**config.mk**
```make
export PLATFORM = sky130hd
export DESIGN_NAME = dual_core_mailbox
export DESIGN_NICKNAME = d
export VERILOG_FILES = /design/src/rtl/mbox_pkg.sv /design/src/rtl/mbox_bank.sv /design/src/rtl/mbox_rd_mux.sv /design/src/rtl/dual_core_mailbox.sv
export SDC_FILE = /design/constraint.sdc
export NUM_CORES = 1
export LEC_CHECK = 0
export BUFFER_PORTS_ARGS = -buffer_cell sky130_fd_sc_hd__buf_2
export CAP_MARGIN = 25
export CORE_AREA = 2 2 99 101
export CTS_CLUSTER_SIZE = 12
export DETAILED_ROUTE_END_ITERATION = 8
export DIE_AREA = 0 0 101 103
export GPL_TIMING_DRIVEN = 0
export PLACE_DENSITY = 0.74
export REMOVE_ABC_BUFFERS = 1
export SLEW_MARGIN = 5
export SYNTH_ARGS = -nofsm -noshare
export SYNTH_HDL_FRONTEND = slang
export SYNTH_HIERARCHICAL = 1
export SYNTH_SLANG_ARGS = --single-unit
```
**constraint.sdc**
```tcl
create_clock -name clk_i -period 1.1 [get_ports clk_i]
set_clock_uncertainty 0.1 [all_clocks]
set_input_delay 0.055 -clock clk_i [delete_from_list [all_inputs] [get_ports clk_i]]
set_output_delay 0.055 -clock clk_i [all_outputs]
set_load 0.02 [all_outputs]
```
**src/rtl/mbox_pkg.sv**
```systemverilog
package mbox_pkg;
  localparam int DATA_W    = 16;
  localparam int ADDR_W    = 3;
  localparam int REQ_WORDS = 3;
  localparam int RSP_WORDS = 2;
  localparam int VALID_BIT = 5;
  localparam int RSP_BASE  = REQ_WORDS;
endpackage

```
**src/rtl/mbox_bank.sv**
```systemverilog
module mbox_bank #(
  parameter int DW     = 16,
  parameter int NWORDS = 3,
  parameter int VB     = 5,
  localparam int IW    = (NWORDS > 1) ? $clog2(NWORDS) : 1
) (
  input  logic                 clk_i,
  input  logic                 rst_ni,
  input  logic                 wr_en_i,
  input  logic [IW-1:0]        wr_idx_i,
  input  logic [DW-1:0]        wr_data_i,
  input  logic                 clr_i,
  output logic [NWORDS*DW-1:0] words_o,
  output logic                 valid_o
);
  logic [DW-1:0] word_q [NWORDS];

  for (genvar i = 0; i < NWORDS; i++) begin : g_word
    logic hit;
    assign hit = wr_en_i && (wr_idx_i == IW'(i));
    if (i == 0) begin : g_flag
      // reader clear beats owner set
      always_ff @(posedge clk_i or negedge rst_ni) begin
        if (!rst_ni) begin
          word_q[i] <= '0;
        end else begin
          if (hit) word_q[i] <= wr_data_i;
          if (clr_i) word_q[i][VB] <= 1'b0;
        end
      end
    end else begin : g_data
      always_ff @(posedge clk_i or negedge rst_ni) begin
        if (!rst_ni)  word_q[i] <= '0;
        else if (hit) word_q[i] <= wr_data_i;
      end
    end
    assign words_o[i*DW +: DW] = word_q[i];
  end

  assign valid_o = word_q[0][VB];
endmodule

```
**src/rtl/mbox_rd_mux.sv**
```systemverilog
module mbox_rd_mux #(
  parameter int DW        = 16,
  parameter int AW        = 3,
  parameter int REQ_WORDS = 3,
  parameter int RSP_WORDS = 2
) (
  input  logic [AW-1:0]           addr_i,
  input  logic [REQ_WORDS*DW-1:0] req_words_i,
  input  logic [RSP_WORDS*DW-1:0] rsp_words_i,
  output logic [DW-1:0]           rdata_o
);
  always_comb begin
    rdata_o = '0;
    for (int i = 0; i < REQ_WORDS; i++)
      if (addr_i == AW'(i)) rdata_o = req_words_i[i*DW +: DW];
    for (int j = 0; j < RSP_WORDS; j++)
      if (addr_i == AW'(REQ_WORDS + j)) rdata_o = rsp_words_i[j*DW +: DW];
  end
endmodule

```
**src/rtl/dual_core_mailbox.sv**
```systemverilog
module dual_core_mailbox
  import mbox_pkg::*;
#(
  parameter int DW = DATA_W,
  parameter int AW = ADDR_W
) (
  input  logic          clk_i,
  input  logic          rst_ni,
  input  logic          m_we_i,
  input  logic [AW-1:0] m_addr_i,
  input  logic [DW-1:0] m_wdata_i,
  output logic [DW-1:0] m_rdata_o,
  output logic          m_irq_o,
  input  logic          s_we_i,
  input  logic [AW-1:0] s_addr_i,
  input  logic [DW-1:0] s_wdata_i,
  output logic [DW-1:0] s_rdata_o,
  output logic          s_irq_o
);
  localparam int REQ_IW = (REQ_WORDS > 1) ? $clog2(REQ_WORDS) : 1;
  localparam int RSP_IW = (RSP_WORDS > 1) ? $clog2(RSP_WORDS) : 1;
  localparam logic [AW-1:0] REQ_END_A  = AW'(REQ_WORDS);
  localparam logic [AW-1:0] RSP_BASE_A = AW'(RSP_BASE);
  localparam logic [AW-1:0] RSP_END_A  = AW'(RSP_BASE + RSP_WORDS);

  logic [REQ_WORDS*DW-1:0] req_words;
  logic [RSP_WORDS*DW-1:0] rsp_words;
  logic                    req_valid, rsp_valid;

  logic              m_req_wr, s_rsp_wr, s_req_clr, m_rsp_clr;
  logic [REQ_IW-1:0] m_req_idx;
  logic [RSP_IW-1:0] s_rsp_idx;

  // owner writes
  assign m_req_wr  = m_we_i && (m_addr_i < REQ_END_A);
  assign m_req_idx = REQ_IW'(m_addr_i);
  assign s_rsp_wr  = s_we_i && (s_addr_i >= RSP_BASE_A) && (s_addr_i < RSP_END_A);
  assign s_rsp_idx = RSP_IW'(s_addr_i - RSP_BASE_A);

  // reader may only clear the flag in word 0
  assign s_req_clr = s_we_i && (s_addr_i == '0) && !s_wdata_i[VALID_BIT];
  assign m_rsp_clr = m_we_i && (m_addr_i == RSP_BASE_A) && !m_wdata_i[VALID_BIT];

  mbox_bank #(.DW(DW), .NWORDS(REQ_WORDS), .VB(VALID_BIT)) u_req_bank (
    .clk_i    (clk_i),
    .rst_ni   (rst_ni),
    .wr_en_i  (m_req_wr),
    .wr_idx_i (m_req_idx),
    .wr_data_i(m_wdata_i),
    .clr_i    (s_req_clr),
    .words_o  (req_words),
    .valid_o  (req_valid)
  );

  mbox_bank #(.DW(DW), .NWORDS(RSP_WORDS), .VB(VALID_BIT)) u_rsp_bank (
    .clk_i    (clk_i),
    .rst_ni   (rst_ni),
    .wr_en_i  (s_rsp_wr),
    .wr_idx_i (s_rsp_idx),
    .wr_data_i(s_wdata_i),
    .clr_i    (m_rsp_clr),
    .words_o  (rsp_words),
    .valid_o  (rsp_valid)
  );

  mbox_rd_mux #(.DW(DW), .AW(AW), .REQ_WORDS(REQ_WORDS), .RSP_WORDS(RSP_WORDS)) u_m_rd (
    .addr_i     (m_addr_i),
    .req_words_i(req_words),
    .rsp_words_i(rsp_words),
    .rdata_o    (m_rdata_o)
  );

  mbox_rd_mux #(.DW(DW), .AW(AW), .REQ_WORDS(REQ_WORDS), .RSP_WORDS(RSP_WORDS)) u_s_rd (
    .addr_i     (s_addr_i),
    .req_words_i(req_words),
    .rsp_words_i(rsp_words),
    .rdata_o    (s_rdata_o)
  );

  assign s_irq_o = req_valid;
  assign m_irq_o = rsp_valid;
endmodule

```
==> metrics.csv, run 1 <==
stage,metric,value,unit
hold_path,min_from,m_wdata_i[5],
timing,worst_slew_pin_slew,0.686,ns
placement,io_buffers,75,
clocking,cts-root-buf,clkbuf_8,
yosys,yosysTopAreaCell,dfrtp_1,
yosys,synth.cell_area,4530,um^2
global_routing,grt.overflow.total,0,
pwr,power_frac_comb,31.9,%
final_layout,fin_cells,593,
yosys,syn_inst,349,
final_layout,syn_to_final_growth,38.4,%
worst_setup_path,endpoint_kind,output pin,
global_routing,grt_max_degree,42,
hold_path,hold_path_class,input pin to flip-flop,
final_layout,fin_nets,516,
yosys,synth_top_area_share,44.2,%
drt,dr.pass1.iters,4,
status,failed_checks,"negative hold slack, negative setup slack",
global_routing,grt_antenna_before_repair,0,
timing,fin_crit_sh,152,%
drt,vias_per_cell,5.88,
drt,finalWirelength,12600,um
clocking,cts_tree,done,
global_routing,grt_pass1_wl,19100,um
timing,fmax,0.597,GHz
timing,maxSlewViolCount,0,
worst_setup_path,arrival,1.52,ns
pwr,internal-power,7400,uW
floorplan,start_util,47.9,%
clocking,cts-buffers-inserted,9,
worst_setup_path,worstPathRequired,0.94,ns
pwr,p_leak,0.00293,uW
pwr,swShare,29.2,%
global_routing,track_usage,24.5,%
timing,hold_ws,-0.0335,ns
clocking,htreeDepth,3,
clocking,cts_hold_buffers,33,
timing,rsz0062_at_grt,true,
final_layout,final_util,66.3,%
yosys,yosysWarnings,6,
final_layout,antenna_cells,0,
global_routing,grt_pass1_vias,3647,
yosys,synth_area_leaders,"dfrtp_1 (44%), mux2_2 (20%), mux2i_1 (7.3%)",
drt,ant_nets,0,
placement,hpwl,7320,um
drt,drc_errors,0,
yosys,ys_seq_area_share,44.2,%
worst_setup_path,reg2reg_from,u_req_bank/words_o[12],
floorplan,fp-row-count,36,
floorplan,die_x,101,um
placement,placed_cells,514,
worst_setup_path,startpoint,u_req_bank/valid_o,
timing,setup_viol,45,
worst_setup_path,worst-setup-path-type,flip-flop to output pin,
pwr,power.share.clock,27.1,%
pwr,p_sw,3050,uW
clocking,cts.path.max_buffers,2,
final_layout,drive_above_1_share,52.8,%
pwr,seqPwrFrac,41.0,%
yosys,ys_types,33,
pwr,vdd_drop_max,0.812,mV
yosys,synth-seq-cells,80,
floorplan,ios,76,
clocking,cts_sinks,80,
timing,final_hold_viol_count,1,
timing,setup_ws,-0.574,ns
drt,dr.first_iter.drc_count,187,
worst_setup_path,path_max_fanout,4,
floorplan,die-area,10400,um^2
floorplan,core_area,9460,um^2
job,drv_cap,0,
floorplan,die_h,103,um
timing,slew_headroom,54.2,%
clocking,clk_pin_slew,0.08,ns
worst_setup_path,startpoint_type,flip-flop,
clocking,insertion_delay,0.36,ns
timing,period_minus_slack,1.67,ns
status,status,"complete, but fails checks",
drt,wl_per_cell,21.3,um
yosys,avgSynthCellArea,13.0,um^2
drt,num_vias,3487,
placement,gp_congestion,0.895,
pwr,p_per_area,1670,nW/um^2
## routing by layer
layer  track usage (%)  wire length (um)  share of wire [%]
met5                 0                 0                  0
met4              14.2               223                1.8
met3              4.00               694                5.5
met2              40.4              6440                 51
met1              30.7              5270                 42
## cells by family (layout without fill, tap and decap cells)
kind of cell,count (synthesis),count (layout),share of synthesized area (%)
flip-flops,80,80,44.2
multiplexers,133,133,33.9
AND/OR/NAND/NOR,63,63,8.23
AO/OA/AOI/OAI,45,45,8.76
buffers and inverters,28,158,4.89
## per-stage QoR
step                      instance area, um^2  setup slack, ns  power, uW  hold WS (ns)  TNS, ns
after global routing                     6270           -0.612      10900       -0.0189   -17.04
after global placement                   4830            -1.73       6690         0.202  -182.79
final                                    6270           -0.574      10500       -0.0335   -15.37
after detailed placement                 4880            -1.42       6860       -0.0341  -115.56
after CTS                                5970           -0.580      10200       -0.0300   -17.27
after floorplan                          4310           -0.555       5970        -0.341   -26.09
## state kept, by name (all words and copies together), names as in the netlist
signal / count
u_req_bank/valid_o: 1
u_req_bank/words_o: 47
u_rsp_bank/valid_o: 1
u_rsp_bank/words_o: 31
## final cells by class
class                   count  area (um^2)
clock buffers              11          131
well taps                 114          143
fillers                   696         3190
inverters                   2         7.51
flip-flops and latches     80         2000
clock inverters             5          129
multi-input cells         241         2550
repair buffers            140         1310
## cells in the mapped netlist
| master | number |
|---|---|
| dfrtp_1 | 80 |
| nor2_1 | 22 |
| buf_6 | 4 |
| buf_12 | 3 |
| or2_2 | 2 |
| o211ai_1 | 2 |
| a21oi_1 | 1 |
| nand4bb_1 | 1 |
| inv_1 | 2 |
| nand2_1 | 6 |
| nor3b_1 | 2 |
| a22oi_1 | 10 |
| mux2_2 | 79 |
| nand3b_2 | 2 |
| o21ai_1 | 1 |
| buf_4 | 3 |
| nand3_1 | 10 |
| mux2i_1 | 33 |
| and4bb_2 | 1 |
| nor4_2 | 1 |
| and2b_1 | 6 |
| a31o_2 | 1 |
| clkbuf_1 | 2 |
| buf_2 | 13 |
| nand2b_4 | 1 |
| nand2b_1 | 6 |
| nor3_2 | 1 |
| nor3b_4 | 1 |
| o221ai_1 | 10 |
| nand2_2 | 1 |
| mux2_4 | 21 |
| clkbuf_8 | 1 |
| a221o_1 | 20 |
## power groups by stage
stage | clock, uW | sequential, uW | combinational [uW]
floorplan | 0 | 4120 | 1850
global placement | 0 | 4210 | 2480
detailed placement | 0 | 4280 | 2580
CTS | 2840 | 4240 | 3080
global route | 2980 | 4390 | 3560
finish | 2840 | 4280 | 3340
## layout by cell type, fill, tap and decap left out, types with 3 or more instances in the layout
master / Yosys / routed
nor3b_4: 1 / 3
mux2_2: 79 / 58
dfrtp_1: 80 / 80
buf_6: 4 / 29
nand2_1: 6 / 4
buf_8: 0 / 3
a22oi_2: 0 / 5
nor2_1: 22 / 20
buf_2: 13 / 40
clkbuf_8: 1 / 9
o221ai_2: 0 / 3
buf_12: 3 / 6
mux2i_1: 33 / 33
bufinv_16: 0 / 4
buf_4: 3 / 26
nand3_1: 10 / 10
nand2b_4: 1 / 3
a221o_1: 20 / 20
and2b_1: 6 / 6
dlygate4sd3_1: 0 / 33
mux2_4: 21 / 42
a22oi_1: 10 / 5
o221ai_1: 10 / 7
## worst paths after layout
kind	cells past startpoint	slack (ns)	to
hold reg to reg	1	0.44	u_req_bank/words_o[20]
min in group asynchronous	2	0.10	u_rsp_bank/words_o[14]
hold / removal	4	-0.03	u_rsp_bank/valid_o
setup / recovery	3	-0.57	m_rdata_o[5]
setup reg to reg	2	0.10	u_req_bank/words_o[12]
max in group asynchronous	3	0.19	u_req_bank/words_o[39]
## what timing repair did
| item | in CTS | in global routing |
|---|---|---|
| cloned | 1 | 0 |
| buffers inserted | 15 | 14 |
| gates resized for setup | 86 | 39 |
| endpoints found under the setup margin | 114 | 98 |
| hold endpoints to repair | 118 | 1 |
| pin swaps | 25 | 4 |
## worst max-delay path: stages, from the launching register on
cell	delay, ns
dfrtp_1	0.42
mux2_4	0.28
a221o_1	0.32
buf_6	0.14
(Power assumes the default switching activity.)
==> run 2: changes to the inputs <==
--- a/config.mk
+++ b/config.mk
@@ -7,12 +7,12 @@
 export LEC_CHECK = 0
 export BUFFER_PORTS_ARGS = -buffer_cell sky130_fd_sc_hd__buf_2
 export CAP_MARGIN = 25
-export CORE_AREA = 2 2 99 101
+export CORE_AREA = 2 2 98 100
 export CTS_CLUSTER_SIZE = 12
 export DETAILED_ROUTE_END_ITERATION = 8
-export DIE_AREA = 0 0 101 103
+export DIE_AREA = 0 0 100 102
 export GPL_TIMING_DRIVEN = 0
-export PLACE_DENSITY = 0.74
+export PLACE_DENSITY = 0.76
 export REMOVE_ABC_BUFFERS = 1
 export SLEW_MARGIN = 5
 export SYNTH_ARGS = -nofsm -noshare
==> constraint.sdc (replaced) <==
create_clock -name clk_i -period 1.35 [get_ports clk_i]
set_clock_uncertainty 0.1 [all_clocks]
set_input_delay 0.0675 -clock clk_i [delete_from_list [all_inputs] [get_ports clk_i]]
set_output_delay 0.0675 -clock clk_i [all_outputs]
set_load 0.02 [all_outputs]
==> run 2 against run 1 <==
- the run ends with negative setup slack left
- highest routed layer unchanged
- critical path type unchanged
- final area fell by 6.0%
- routed wire length decreased by 4.5%
- worst setup slack better by 0.25 ns
- clock-buffer cell count unchanged
==> metrics.csv, run 2 (synthesized netlist as in run 1, its figures left out) <==
stage,metric,value,unit,change
final_layout,final_common_cell,dfrtp_1,,
worst_setup_path,reg2reg_from,u_req_bank/words_o[35],,
drt,num_vias,3428,,-1.7%
global_routing,track_usage,24.2,%,-0.28 points
hold_path,hold_path_class,input pin to flip-flop,,
final_layout,regArea,2000,um^2,unchanged
timing,fmax,0.596,GHz,
global_routing,grt_antenna_before_repair,0,,unchanged
global_routing,grt.overflow.total,0,,unchanged
pwr,p_per_area,1350,nW/um^2,-19%
placement,place_area,4900,um^2,+0.33%
worst_setup_path,startpoint,u_req_bank/words_o[12],,
floorplan,start_util,49.7,%,+1.8 points
worst_setup_path,worst-setup-path-type,flip-flop to output pin,,
global_routing,grt_max_degree,70,,+67%
pwr,p_sw,2450,uW,-20%
pwr,vdd_drop_max,0.914,mV,+13%
timing,maxSlewViolCount,0,,unchanged
timing,fin_crit_sh,124,%,
floorplan,ios,76,,unchanged
timing,setup_ws,-0.327,ns,+0.248 ns
final_layout,largest_reg_flops,47,,unchanged
pwr,swShare,30.8,%,+1.6 points
final_layout,final_cell_mix,"dfrtp_1 (80), mux2_2 (77), buf_2 (40)",,
job,drv_cap,0,,unchanged
pwr,p_leak,0.00271,uW,-7.3%
worst_setup_path,worstPathRequired,1.18,ns,+0.24 ns
drt,vias_per_cell,5.98,,+1.7%
placement,hpwl,7200,um,-1.7%
clocking,cts_sinks,80,,unchanged
pwr,power.share.clock,24.1,%,-3.0 points
clocking,htreeDepth,3,,unchanged
global_routing,grt_pass1_wl,18800,um,-1.3%
pwr,internal-power,5500,uW,-26%
final_layout,design_area,5890,um^2,-6.0%
final_layout,drive_above_1_share,51.5,%,-1.3 points
final_layout,fin_cells,573,,-3.4%
worst_setup_path,startpoint_type,flip-flop,,
clocking,cts-buffers-inserted,9,,unchanged
timing,rsz0062_at_grt,true,,
floorplan,die_h,102,um,-0.97%
drt,drc_errors,0,,unchanged
worst_setup_path,path_buf_inv,1,,unchanged
worst_setup_path,crit_chain,mux2_4 > a221o_1 > buf_6,,
final_layout,fill_cells,682,,-2.0%
final_layout,antenna_cells,0,,unchanged
timing,worst_slew_pin_slew,0.683,ns,-0.00280 ns
global_routing,grt_pass1_vias,3593,,-1.5%
timing,slew_headroom,54.4,%,+0.19 points
drt,dr.pass1.iters,4,,unchanged
clocking,cts.path.max_buffers,2,,unchanged
clocking,clk_pin_slew,0.08,ns,about the same
drt,ant_nets,0,,unchanged
floorplan,core_area,9110,um^2,-3.7%
clocking,cts-root-buf,clkbuf_8,,
pwr,seqPwrFrac,43.9,%,+2.9 points
placement,placed_cells,511,,-0.58%
final_layout,syn_to_final_growth,30.1,%,
final_layout,multi_input_area,2470,um^2,-3.1%
floorplan,fp-row-count,35,,-2.8%
placement,io_buffers,75,,unchanged
hold_path,min_from,m_we_i,,
worst_setup_path,endpoint_kind,output pin,,
timing,final_hold_viol_count,0,,-1
status,status,"complete, but fails checks",,
worst_setup_path,slowest_delay,0.41,ns,about the same
timing,setup_viol,32,,-29%
floorplan,die-area,10200,um^2,-2.0%
worst_setup_path,path_max_fanout,3,,-1
floorplan,die_x,100,um,-0.99%
clocking,insertion_delay,0.34,ns,-0.02 ns
placement,gp_congestion,0.979,,+9.3%
worst_setup_path,arrival,1.51,ns,about the same
status,failed_checks,negative setup slack,,
final_layout,fin_nets,499,,-3.3%
pwr,power_frac_comb,32.0,%,about the same
drt,dr.first_iter.drc_count,189,,+1.1%
timing,period_minus_slack,1.68,ns,
drt,wl_per_cell,21.1,um,-1.1%
drt,finalWirelength,12100,um,-4.5%
clocking,cts_tree,done,,
worst_setup_path,crit_family,flip-flops,,
worst_setup_path,critPathSlowestCell,dfrtp_1,,
run 2: cell types whose count changed in the layout (fill, tap and decap cells not counted), moves of 5 or more:
cell	change
a22oi_1	-5
a22oi_2	+5
buf_6	-6
mux2_2	+19
mux2_4	-19
run 2: path summary, 6_finish.rpt:
path / to / slack (ns) / cells after the start
min in group asynchronous: u_req_bank/words_o[40] / 0.17 / 3
worst max register to register: u_req_bank/words_o[35] / 0.32 / 2
worst min-delay path: u_rsp_bank/valid_o / 0.1 / 5
max in group asynchronous: u_rsp_bank/words_o[6] / 0.09 / 3
worst min register to register: u_rsp_bank/words_o[30] / 0.43 / 1
worst max-delay path: m_rdata_o[12] / -0.33 / 3
run 2: final cells by class:
cell class / count / share of cell area (%)
clock buffer: 11 / 2.23
inverter: 2 / 0.127
clock inverter: 5 / 1.38
sequential: 80 / 34.0
tap: 111 / 2.36
timing repair buffer: 123 / 18.0
multi-input combinational: 241 / 41.9
run 2: repair_timing:
item,4_1_cts,5_1_grt
gates resized for setup,70,18
setup buffers,9,3
hold endpoints to repair,160,0
setup endpoints to repair,112,43
hold buffers,34,0
pin swaps,24,4
run 2: stage by stage:
stage	total power [uW]	utilization [%]	setup WS, ns	setup TNS [ns]	hold slack, ns
floorplan	4870	-	-0.318	-6.48	-0.328
global placement	5440	53.0	-1.46	-139.15	0.215
finish	7950	64.7	-0.327	-7.26	0.0960
global route	8340	64.7	-0.391	-9.15	0.0912
detailed placement	5590	53.8	-1.12	-85.30	-0.171
CTS	7850	63.6	-0.341	-7.51	0.0421
run 2: power by group through the flow:
| stage | combinational [uW] | clock (uW) | sequential (uW) |
|---|---|---|---|
| floorplan | 1510 | 0 | 3360 |
| global placement | 2010 | 0 | 3430 |
| detailed placement | 2100 | 0 | 3490 |
| CTS | 2430 | 1970 | 3450 |
| global route | 2700 | 2080 | 3570 |
| finish | 2540 | 1920 | 3490 |
run 2: metal layers:
metal  global-route usage (%)  vias to the layer above  share of wire, %  routed length (um)
met5                        0                        -                 0                   0
met4                     7.27                        0               1.7                 201
met3                     5.88                       23               6.1                 738
met2                     40.3                      155                50                5990
met1                     31.8                     1726                43                5130
li1                         -                     1524                 -                   -
run 2: worst reg2reg max path, delay by kind of cell, from the launching register on:
family                 cells  cell delay (ns)
flip-flops                 1             0.43
multiplexers               1             0.25
buffers and inverters      1             0.15
==> run 3: changes to the inputs <==
--- a/config.mk
+++ b/config.mk
@@ -5,12 +5,13 @@
 export SDC_FILE = /design/constraint.sdc
 export NUM_CORES = 1
 export LEC_CHECK = 0
+export ABC_AREA = 1
 export BUFFER_PORTS_ARGS = -buffer_cell sky130_fd_sc_hd__buf_2
 export CAP_MARGIN = 25
-export CORE_AREA = 2 2 98 100
+export CORE_AREA = 2 2 100 102
 export CTS_CLUSTER_SIZE = 12
 export DETAILED_ROUTE_END_ITERATION = 8
-export DIE_AREA = 0 0 100 102
+export DIE_AREA = 0 0 102 104
 export GPL_TIMING_DRIVEN = 0
 export PLACE_DENSITY = 0.76
 export REMOVE_ABC_BUFFERS = 1
==> run 3 against run 2 <==
- the run still ends with negative setup slack left
- sequential power down 6.3%
- sequential cell count unchanged
- fmax up 12%
- combinational power down 15%
- non-clock buffer count up 11
- core utilization up 1.1 points
- routed wire length up 23%
==> metrics.csv, run 3 <==
stage,metric,value,unit,change
clocking,cts-buffers-inserted,9,,unchanged
worst_setup_path,reg2regPathDepth,4,,+2
pwr,internal-power,4810,uW,-13%
pwr,vdd_drop_max,0.897,mV,-1.9%
floorplan,die_h,104,um,+2.0%
yosys,synth_most_common_cell,nand2_1,,
worst_setup_path,startpoint,u_req_bank/words_o[26],,
yosys,avgSynthCellArea,7.52,um^2,-42%
global_routing,grt.overflow.total,0,,unchanged
yosys,synth_edf_count,0,,unchanged
timing,final_hold_viol_count,0,,unchanged
global_routing,track_usage,26.3,%,+2.1 points
final_layout,fin_nets,795,,+59%
placement,gp_congestion,0.791,,-19%
drt,dr.pass1.iters,6,,+2
yosys,syn_inst,641,,+84%
final_layout,design_area,6280,um^2,+6.6%
drt,finalWirelength,14800,um,+23%
global_routing,grt_antenna_before_repair,0,,unchanged
placement,placed_cells,815,,+59%
timing,worst_slew_pin_slew,0.436,ns,-0.246 ns
worst_setup_path,worstPathRequired,1.18,ns,about the same
final_layout,drive_above_1_share,30.2,%,-21 points
placement,hpwl,8010,um,+11%
floorplan,ios,76,,unchanged
yosys,yosysWarnings,6,,unchanged
worst_setup_path,startpoint_type,flip-flop,,
timing,fin_crit_sh,111,%,-14 points
drt,dr.first_iter.drc_count,545,,+190%
yosys,ys.flop_type,dfrtp_1,,
floorplan,die_x,102,um,+2.0%
pwr,power,7330,uW,-7.8%
floorplan,fp-row-count,36,,+2.9%
drt,wl_per_cell,16.6,um,-21%
hold_path,hold_end,u_rsp_bank/words_o[21],,
worst_setup_path,arrival,1.32,ns,-0.19 ns
drt,num_vias,4936,,+44%
timing,setup_ws,-0.142,ns,+0.185 ns
yosys,synth_common_cells,"nand2_1 (184), dfrtp_1 (80), inv_1 (73)",,
timing,maxSlewViolCount,0,,unchanged
final_layout,largest_reg_flops,47,,unchanged
timing,hold_ws,0.0748,ns,-0.0213 ns
worst_setup_path,path_max_fanout,3,,unchanged
drt,vias_per_cell,5.54,,-7.4%
drt,ant_nets,0,,unchanged
clocking,htreeDepth,3,,unchanged
yosys,synth-seq-cells,80,,unchanged
yosys,yosysTopAreaCell,dfrtp_1,,
pwr,power_frac_comb,29.6,%,-2.4 points
yosys,async_reset_ff_share,100,%,unchanged
timing,setup_tns,-2.45,ns,+4.81 ns
timing,fmax,0.670,GHz,+12%
pwr,p_sw,2510,uW,+2.8%
clocking,cts-root-buf,clkbuf_8,,
clocking,insertion_delay,0.35,ns,about the same
placement,io_buffers,75,,unchanged
job,drv_cap,0,,unchanged
worst_setup_path,endpoint_kind,output pin,,
pwr,p_per_area,1170,nW/um^2,-14%
final_layout,final_cell_mix,"nand2_1 (183), dfrtp_1 (80), inv_1 (72)",,
final_layout,antenna_cells,0,,unchanged
clocking,clk_pin_slew,0.08,ns,about the same
timing,slew_headroom,70.9,%,+16 points
hold_path,hold_path_class,input pin to flip-flop,,
pwr,p_leak,0.00323,uW,+19%
hold_path,min_from,s_we_i,,
worst_setup_path,rr_endpoint,u_req_bank/words_o[12],,
pwr,power.share.clock,25.8,%,+1.7 points
clocking,cts_tree,done,,
yosys,synth.cell_area,4820,um^2,+6.4%
final_layout,fin_cells,891,,+55%
worst_setup_path,worst-setup-path-type,flip-flop to output pin,,
final_layout,final_common_cell,nand2_1,,
yosys,synth_area_leaders,"dfrtp_1 (42%), nand2_1 (14%), o21ai_2 (11%)",,
placement,place_area,5140,um^2,+4.9%
floorplan,core_area,9550,um^2,+4.8%
drt,drc_errors,0,,unchanged
global_routing,grt_pass1_wl,22000,um,+17%
status,failed_checks,negative setup slack,,
timing,rsz0062_at_grt,true,,
global_routing,grt_max_degree,52,,-26%
worst_setup_path,reg2reg_from,u_req_bank/words_o[12],,
yosys,ys_seq_area_share,41.6,%,-2.7 points
global_routing,grt_pass1_vias,4561,,+27%
timing,setup_viol,32,,unchanged
hold_path,holdPathStages,5,,unchanged
clocking,cts_sinks,80,,unchanged
floorplan,die-area,10600,um^2,+4.0%
worst_setup_path,r2r_slack,0.31,ns,about the same
final_layout,syn_to_final_growth,30.4,%,
timing,period_minus_slack,1.49,ns,-0.185 ns
status,status,"complete, but fails checks",,
pwr,seqPwrFrac,44.7,%,+0.8 points
clocking,cts.path.max_buffers,2,,unchanged
pwr,swShare,34.3,%,+3.5 points
yosys,synth_top_area_share,41.6,%,-2.7 points
floorplan,start_util,50.4,%,+0.73 points
yosys,ys_types,20,,-39%
run 3: cell types whose count changed after synthesis, sizes merged, moves of 33 or more:
cell	previous run	this run
inv	2	78
mux2	100	0
mux2i	33	0
nand2	7	187
nand3	10	71
nand4	0	34
nor2	22	71
o21ai	1	77
run 3: logic make-up after synthesis:
family,count (synthesis),synth area share [%]
buf+inv,115,11.8
flops,80,41.6
compound gates,78,12.6
simple gates,368,34.0
run 3: area by class of cell:
cell class,instances,area (um^2)
clock inverter,4,51.3
timing repair buffer,134,1090
fill,781,3270
multi-input combinational,450,2490
inverter,78,314
sequential,80,2000
clock buffer,12,165
tap,133,166
run 3: per-stage QoR:
step | worst slack (ns) | util (%)
2_1_floorplan | -0.135 | -
3_3_place_gp | -0.768 | 53.2
3_5_place_dp | -0.770 | 53.8
4_1_cts | -0.129 | 62.3
5_1_grt | -0.216 | 65.8
6_report | -0.142 | 65.8
run 3: how the worst max path moves through the flow:
stage | to | slack (ns)
4_1_cts | m_rdata_o[10] | -0.13
3_5_place_dp | u_req_bank/words_o[16] | -0.77
5_1_grt | s_rdata_o[9] | -0.22
6_report | m_rdata_o[10] | -0.14
2_1_floorplan | u_req_bank/words_o[16] | -0.13
3_3_place_gp | m_rdata_o[14] | -0.77
run 3: layer usage:
layer | track usage [%] | routed length [um]
met1 | 35.5 | 5670
met2 | 42.5 | 7360
met3 | 4.70 | 1440
met4 | 9.14 | 343
met5 | 0 | 0
run 3: timing repair:
action,in CTS,in global routing
setup endpoints to repair,112,93
hold buffers,33,0
gates resized for setup,38,54
buffers inserted,13,10
endpoints found under the hold margin,160,0
pin swaps,8,20
cloned,0,4
run 3: worst max-delay path, cell delays in order, from the launching register on:
cell and delay [ns]:
dfrtp_1 0.40, nand4_1 0.11, nand2_1 0.07, nor2_2 0.17, nand3_2 0.09, buf_6 0.14
run 3: power groups by stage:
stage	clock, uW	sequential [uW]	combinational (uW)
floorplan	0	3230	1190
global placement	0	3260	1640
detailed placement	0	3300	1720
CTS	1910	3250	1920
global route	2030	3340	2370
finish	1890	3270	2170
